$ cat src/rtl/bus_unjam_pkg.sv
package bus_unjam_pkg;

  typedef enum logic [3:0] {
    ST_IDLE,
    ST_CHECK,
    ST_WAIT_A,
    ST_WAIT_B,
    ST_LOW,
    ST_HIGH,
    ST_STOP_SDA,
    ST_STOP_SCL,
    ST_STOP_REL,
    ST_STOP_END,
    ST_FIN
  } unjam_state_e;

  // States that last one half-period tick
  function automatic logic is_timed(unjam_state_e s);
    return (s == ST_WAIT_A) || (s == ST_WAIT_B) || (s == ST_LOW) ||
           (s == ST_HIGH) || (s == ST_STOP_SDA) || (s == ST_STOP_SCL) ||
           (s == ST_STOP_REL) || (s == ST_STOP_END);
  endfunction

  function automatic logic pulls_scl(unjam_state_e s);
    return (s == ST_LOW) || (s == ST_STOP_SCL);
  endfunction

  function automatic logic pulls_sda(unjam_state_e s);
    return (s == ST_STOP_SDA) || (s == ST_STOP_SCL) || (s == ST_STOP_REL);
  endfunction

endpackage

$ cat src/rtl/unjam_sync.sv
module unjam_sync #(
  parameter int unsigned W      = 2,
  parameter int unsigned STAGES = 2
) (
  input  logic         clk,
  input  logic         rst_n,
  input  logic [W-1:0] d,
  output logic [W-1:0] q
);

  for (genvar i = 0; i < W; i++) begin : g_line
    logic [STAGES-1:0] sh;
    always_ff @(posedge clk) begin
      if (!rst_n) sh <= '1;
      else        sh <= {sh[STAGES-2:0], d[i]};
    end
    assign q[i] = sh[STAGES-1];
  end

endmodule

$ cat src/rtl/unjam_tick.sv
module unjam_tick #(
  parameter int unsigned DIV = 250
) (
  input  logic clk,
  input  logic rst_n,
  input  logic en,
  output logic tick
);

  localparam int unsigned CW = (DIV > 1) ? $clog2(DIV) : 1;
  localparam logic [CW-1:0] LAST = CW'(DIV - 1);

  logic [CW-1:0] cnt;

  always_ff @(posedge clk) begin
    if (!rst_n)          cnt <= '0;
    else if (en) begin
      if (cnt == LAST)   cnt <= '0;
      else               cnt <= cnt + 1'b1;
    end
  end

  assign tick = en && (cnt == LAST);

  // counter never leaves its range
  p_cnt_range_r2: assert property (@(posedge clk) disable iff (!rst_n)
    cnt <= LAST);

  if (DIV > 1) begin : g_gap
    // ticks are separated by at least one cycle
    p_tick_gap_r2: assert property (@(posedge clk) disable iff (!rst_n)
      tick |=> !tick);
  end

endmodule

$ cat src/rtl/unjam_fsm.sv
module unjam_fsm
  import bus_unjam_pkg::*;
#(
  parameter int unsigned PULSES        = 9,
  parameter int unsigned STRETCH_STEPS = 50
) (
  input  logic clk,
  input  logic rst_n,
  input  logic start,
  input  logic tick,
  input  logic scl_s,
  input  logic sda_s,
  output logic tick_en,
  output logic scl_pull,
  output logic sda_pull,
  output logic busy,
  output logic done,
  output logic sda_free
);

  localparam int unsigned PCW = $clog2(PULSES + 1);
  localparam int unsigned WCW = $clog2(STRETCH_STEPS + 1);
  localparam logic [PCW-1:0] LAST_PULSE = PCW'(PULSES - 1);
  localparam logic [PCW-1:0] ALL_PULSES = PCW'(PULSES);
  localparam logic [WCW-1:0] WAIT_MAX   = WCW'(STRETCH_STEPS);

  unjam_state_e state, state_n;
  logic [PCW-1:0] pulse_cnt;
  logic [WCW-1:0] wait_cnt;

  assign tick_en = is_timed(state);

  always_comb begin
    state_n = state;
    unique case (state)
      ST_IDLE:     if (start) state_n = ST_CHECK;
      ST_CHECK:    state_n = (scl_s || (wait_cnt == WAIT_MAX)) ? ST_LOW : ST_WAIT_A;
      ST_WAIT_A:   if (tick) state_n = ST_WAIT_B;
      ST_WAIT_B:   if (tick) state_n = ST_CHECK;
      ST_LOW:      if (tick) state_n = ST_HIGH;
      ST_HIGH:     if (tick) state_n = (pulse_cnt == LAST_PULSE) ? ST_STOP_SDA : ST_CHECK;
      ST_STOP_SDA: if (tick) state_n = ST_STOP_SCL;
      ST_STOP_SCL: if (tick) state_n = ST_STOP_REL;
      ST_STOP_REL: if (tick) state_n = ST_STOP_END;
      ST_STOP_END: if (tick) state_n = ST_FIN;
      ST_FIN:      state_n = ST_IDLE;
      default:     state_n = ST_IDLE;
    endcase
  end

  always_ff @(posedge clk) begin
    if (!rst_n) begin
      state     <= ST_IDLE;
      pulse_cnt <= '0;
      wait_cnt  <= '0;
      scl_pull  <= 1'b0;
      sda_pull  <= 1'b0;
      busy      <= 1'b0;
      done      <= 1'b0;
      sda_free  <= 1'b0;
    end else begin
      state    <= state_n;
      scl_pull <= pulls_scl(state_n);
      sda_pull <= pulls_sda(state_n);
      busy     <= (state_n != ST_IDLE);
      done     <= (state_n == ST_FIN);
      if (state == ST_IDLE && start) begin
        pulse_cnt <= '0;
        wait_cnt  <= '0;
      end
      if (state == ST_WAIT_B && tick) wait_cnt <= wait_cnt + 1'b1;
      if (state == ST_HIGH && tick) begin
        pulse_cnt <= pulse_cnt + 1'b1;
        wait_cnt  <= '0;
      end
      if (state == ST_STOP_END && tick) sda_free <= sda_s;
    end
  end

  // the stretch wait never exceeds its bound
  p_wait_bound_r5: assert property (@(posedge clk) disable iff (!rst_n)
    wait_cnt <= WAIT_MAX);

  // SDA stays released while recovery pulses remain
  p_sda_released_r3: assert property (@(posedge clk) disable iff (!rst_n)
    (pulse_cnt < ALL_PULSES) |-> !sda_pull);

  // SDA is pulled low only while SCL is released (stop setup)
  p_stop_order_r6: assert property (@(posedge clk) disable iff (!rst_n)
    $rose(sda_pull) |-> !scl_pull);

  // done lasts one cycle
  p_done_single_r7: assert property (@(posedge clk) disable iff (!rst_n)
    done |=> !done);

  // idle means both lines released
  p_idle_release_r1: assert property (@(posedge clk) disable iff (!rst_n)
    !busy |-> (!scl_pull && !sda_pull));

  // a start during a run never rewinds the pulse count
  p_ignore_start_r9: assert property (@(posedge clk) disable iff (!rst_n)
    (busy && !done && start) |=> (pulse_cnt >= $past(pulse_cnt)));

endmodule

$ cat src/rtl/bus_unjam.sv
module bus_unjam #(
  parameter int unsigned CLK_HZ        = 50_000_000,
  parameter int unsigned HALF_US       = 5,
  parameter int unsigned PULSES        = 9,
  parameter int unsigned STRETCH_STEPS = 50,
  parameter int unsigned SYNC_STAGES   = 2
) (
  input  logic clk,
  input  logic rst_n,
  input  logic start,
  input  logic scl_in,
  input  logic sda_in,
  output logic scl_pull,
  output logic sda_pull,
  output logic busy,
  output logic done,
  output logic sda_free
);

  localparam int unsigned HALF_DIV = (CLK_HZ / 1_000_000) * HALF_US;

  logic [1:0] lines_q;
  logic       tick;
  logic       tick_en;

  unjam_sync #(.W(2), .STAGES(SYNC_STAGES)) u_sync (
    .clk   (clk),
    .rst_n (rst_n),
    .d     ({sda_in, scl_in}),
    .q     (lines_q)
  );

  unjam_tick #(.DIV(HALF_DIV)) u_tick (
    .clk   (clk),
    .rst_n (rst_n),
    .en    (tick_en),
    .tick  (tick)
  );

  unjam_fsm #(.PULSES(PULSES), .STRETCH_STEPS(STRETCH_STEPS)) u_fsm (
    .clk      (clk),
    .rst_n    (rst_n),
    .start    (start),
    .tick     (tick),
    .scl_s    (lines_q[0]),
    .sda_s    (lines_q[1]),
    .tick_en  (tick_en),
    .scl_pull (scl_pull),
    .sda_pull (sda_pull),
    .busy     (busy),
    .done     (done),
    .sda_free (sda_free)
  );

endmodule

$ cat config.mk
export PLATFORM = sky130hd
export DESIGN_NAME = bus_unjam
export DESIGN_NICKNAME = d
export VERILOG_FILES = /design/src/rtl/bus_unjam_pkg.sv /design/src/rtl/unjam_sync.sv /design/src/rtl/unjam_tick.sv /design/src/rtl/unjam_fsm.sv /design/src/rtl/bus_unjam.sv
export SDC_FILE = /design/constraint.sdc
export NUM_CORES = 1
export LEC_CHECK = 0
export BUFFER_PORTS_ARGS = -buffer_cell sky130_fd_sc_hd__buf_2
export CAP_MARGIN = 20
export CORE_ASPECT_RATIO = 0.7
export CORE_UTILIZATION = 59
export CTS_CLUSTER_SIZE = 16
export DETAILED_ROUTE_END_ITERATION = 10
export PLACE_DENSITY = 0.74
export SLEW_MARGIN = 0
export SYNTH_ARGS = -nofsm -noshare
export SYNTH_HDL_FRONTEND = slang
export SYNTH_HIERARCHICAL = 1
export SYNTH_SLANG_ARGS = --single-unit
$ cat constraint.sdc
create_clock -name clk -period 2.9 [get_ports clk]
set_clock_uncertainty 0.05 [all_clocks]
set_input_delay 0.58 -clock clk [delete_from_list [all_inputs] [get_ports clk]]
set_output_delay 0.58 -clock clk [all_outputs]
set_load 0.01 [all_outputs]
==> key figures <==
Outcome
  • Status: finished clean

Critical path
  • Critical path launch point type: flop
  • Data arrival, critical path: roughly 2600 ps
  • CP dominant cell by count: nor2_1
  • Slowest stage delay, CP: between 400 and 500 ps
  • Crit Path Class: reg2reg
  • Critical Path Source: u_fsm/state[3]
  • Worst path slowest cell: dfxtp_1
  • CP Cell Sequence: inv_1, nor2_1, nor2_1, nand4b_2, nor2_1, nand2_2, nor3_4, mux2_2, a211oi_1
  • CP Data Required Time: ~3000 ps
  • Worst Path Max Fanout: 10
  • CP Capture Type: flop
  • Critical R2R Launch: u_fsm/state[3]

Clock tree
  • Clk sink count: 31
  • Clk slew on worst S/H paths: 60 ps
  • Post-cts resize count: 0
  • Htree depth: 2
  • Clock latency on the worst-skew pair: 270 ps
  • Hold Buf Count CTS: 0
  • Clock Path Buffers: 2
  • Clock root cell: clkbuf_8
  • Postcts setup bufs: 0
  • CTS tree: built
  • Inserted Clock Buffers: 5

Cells and area
  • Most frequent cells in the layout: dfxtp_1 (31), nor2_1 (16), inv_1 (11)
  • Area growth from synthesis to layout: 8.38%
  • Final core utilization: between 60% and 70%
  • Most common cell after layout, fill and taps aside: dfxtp_1
  • Layout Nets: slightly above 200
  • Non-Filler Instances: approximately 220
  • # diodes: 0
  • Layout cells sized above 1: 15.3%

Timing
  • Final hold violations: 0
  • Setup total negative slack: 0 ps
  • Slew @ Worst Pin: 455 ps
  • Max Fclk: ~0.41 GHz
  • Period utilization: a little over four fifths
  • Slew HR: between 60% and 70%
  • Period minus WS final: around 2500 ps
  • Final max-slew violation count: 0
  • Post-route setup slack: ~440 ps
  • Final setup vio count: 0
  • RSZ-0062 raised after global routing: false

Synthesis
  • EDFF count, synth: 0
  • Synthesis Warnings: 6
  • Asr flop ratio synth: 0%
  • Post-synthesis sequential area ratio: 38.5%
  • Synth top area share: between 30% and 40%
  • Synth Cell Area: between 1500 and 2000 µm²
  • Mapped Cells: 180
  • Post-synthesis register bit count: 31
  • Syn avg cell area: around 9 µm²
  • Cell taking the most area after synthesis: dfxtp_1
  • Top cells by area, synth: dfxtp_1 (38%), ha_1 (4.7%), nor2_1 (3.7%), nand2b_1 (3.1%), xnor2_1 (2.7%)
  • Mapped Nets: between 150 and 200
  • Ys flop type: dfxtp_1
  • Yosys cell types: 50

Routing
  • Number of vias per cell: 5.83
  • Initial DRC count: between 100 and 150
  • ANT nets after route: 0
  • WL per Instance: between 10 and 15 µm
  • Pre-antenna DRT Iters: 4
  • Detailed-route via count: 1306
  • DRC: 0
  • Routed wire length: around 3300 µm

Min path
  • Worst hold start: u_sync/g_line[0].sh[0]
  • HP Class: reg2reg

Die
  • Core area: 2530 µm²
  • I/O pin count: 10
  • Die width: 64.5 µm
  • Initial core utilization: about 64%
  • Chip height: between 40 and 50 µm
  • Row count: 15
  • Die area: roughly 3000 µm²

Place
  • Post-DP HPWL: around 2500 µm
  • Port-buffer cells: 9
  • Gpl congestion: just under 1
  • Cell count after placement: ~220
  • Setup Slack @ Placement: 464 ps

Power
  • Leakage: about 0.67 nW
  • VDD IR-drop max: approximately 0.29 mV
  • Comb pwr share: 11.1%
  • Clock group share of total power: about a third
  • Sw Share: between 20% and 30%
  • Flop pwr share: a little over half
  • PD cells: around 480 nW/µm²
  • Net Sw Power: around 0.00020 W
  • P_int: 0.000635 W

Global routing
  • Gr usage total: approximately a quarter
  • Initial antenna violation count: 0
  • Largest net degree at the start of global routing: 20
  • Global-route wire length before repair: about 5500 µm
  • Vias in the first global route: 1191
  • GRT overflow: 0

Flow run
  • Max_cap viols: 0
-- registers in the layout, summed over array words and instances (netlist names) --
| register | flops |
|---|---|
| u_fsm/pulse_cnt | 4 |
| u_tick/cnt | 8 |
| u_fsm/busy | 1 |
| u_fsm/wait_cnt | 6 |
| u_sync/g_line.sh | 4 |
| u_fsm/sda_pull | 1 |
| u_fsm/state | 4 |
| u_fsm/done | 1 |
| u_fsm/sda_free | 1 |
| u_fsm/scl_pull | 1 |
-- path summary, 6_finish.rpt --
kind                                                to  slack (ps)  cells past startpoint
worst max-delay path                 u_fsm/wait_cnt[3]         440                      9
worst min-delay path            u_sync/g_line[0].sh[1]         360                      1
worst max register to register       u_fsm/wait_cnt[3]         440                      9
worst min register to register  u_sync/g_line[0].sh[1]         360                      1
-- metrics by stage --
stage / hold WS [ps] / power (W) / instance area [µm²]
2_1_floorplan: 336 / 0.000525 / 1610
3_3_place_gp: 338 / 0.000546 / 1680
3_5_place_dp: 350 / 0.000549 / 1680
4_1_cts: 364 / 0.000845 / 1750
5_1_grt: 373 / 0.000874 / 1750
6_report: 362 / 0.000838 / 1750
-- Yosys cell counts, types with 3 or more instances --
cell and instances:
inv_1 11, dfxtp_1 31, o21ai_1 3, ha_1 6, a21oi_1 8, buf_4 4, nor2b_1 4, o21ai_0 4
o21a_1 3, xor2_1 3, nand3_1 7, xnor2_1 5, nor3_1 6, nor2_1 16, and2_1 4, nand2_1 10
nand2b_1 8, a211oi_1 3, nand4_1 6, and3_1 4
-- critical path: cells and delay by family, from the launching register on --
kind	cells	cell delay, ps
buffers and inverters	1	150
DFF	1	410
AOI/OAI and AO/OA	1	270
and+or+nand+nor	6	1110
muxes	1	370
-- kinds of logic (layout without fill, tap and decap cells) --
kind of cell | count (synthesis) | after routing | synth area share, %
muxes | 3 | 3 | 2.02
adders and majority gates | 6 | 6 | 4.65
AOI/OAI and AO/OA | 34 | 34 | 16.1
and+or+nand+nor | 79 | 79 | 28.9
xor gates and xnor gates | 8 | 8 | 4.34
DFF | 31 | 31 | 38.5
buffers and inverters | 19 | 29 | 5.51
-- area by class of cell --
cell class                      instances  area [µm²]
Multi-Input combinational cell        130         903
Fill cell                             203         786
Sequential cell                        31         621
Clock buffer                            6        72.6
Timing Repair Buffer                   12        67.6
Tap cell                               34        42.5
Inverter                               11        41.3
-- metal layers --
metal | routed length (µm) | part of all wire (%) | track usage [%] | vias to the layer above
li1 | - | - | - | 654
met1 | 1630 | 50 | 35.2 | 604
met2 | 1410 | 43 | 38.5 | 43
met3 | 188 | 5.8 | 8.00 | 5
met4 | 29 | 0.89 | 10.2 | 0
met5 | 0 | 0 | 0 | -
-- power groups by stage --
stage	combinational [W]	clock (W)	sequential [W]
after floorplan	0.0000661	0	0.000459
after global placement	0.0000882	0	0.000457
after detailed placement	0.0000914	0	0.000458
after CTS	0.0000919	0.000305	0.000449
after global routing	0.000103	0.000321	0.000450
final	0.0000930	0.000296	0.000449
No activity file was read; power rests on OpenSTA's default activity.
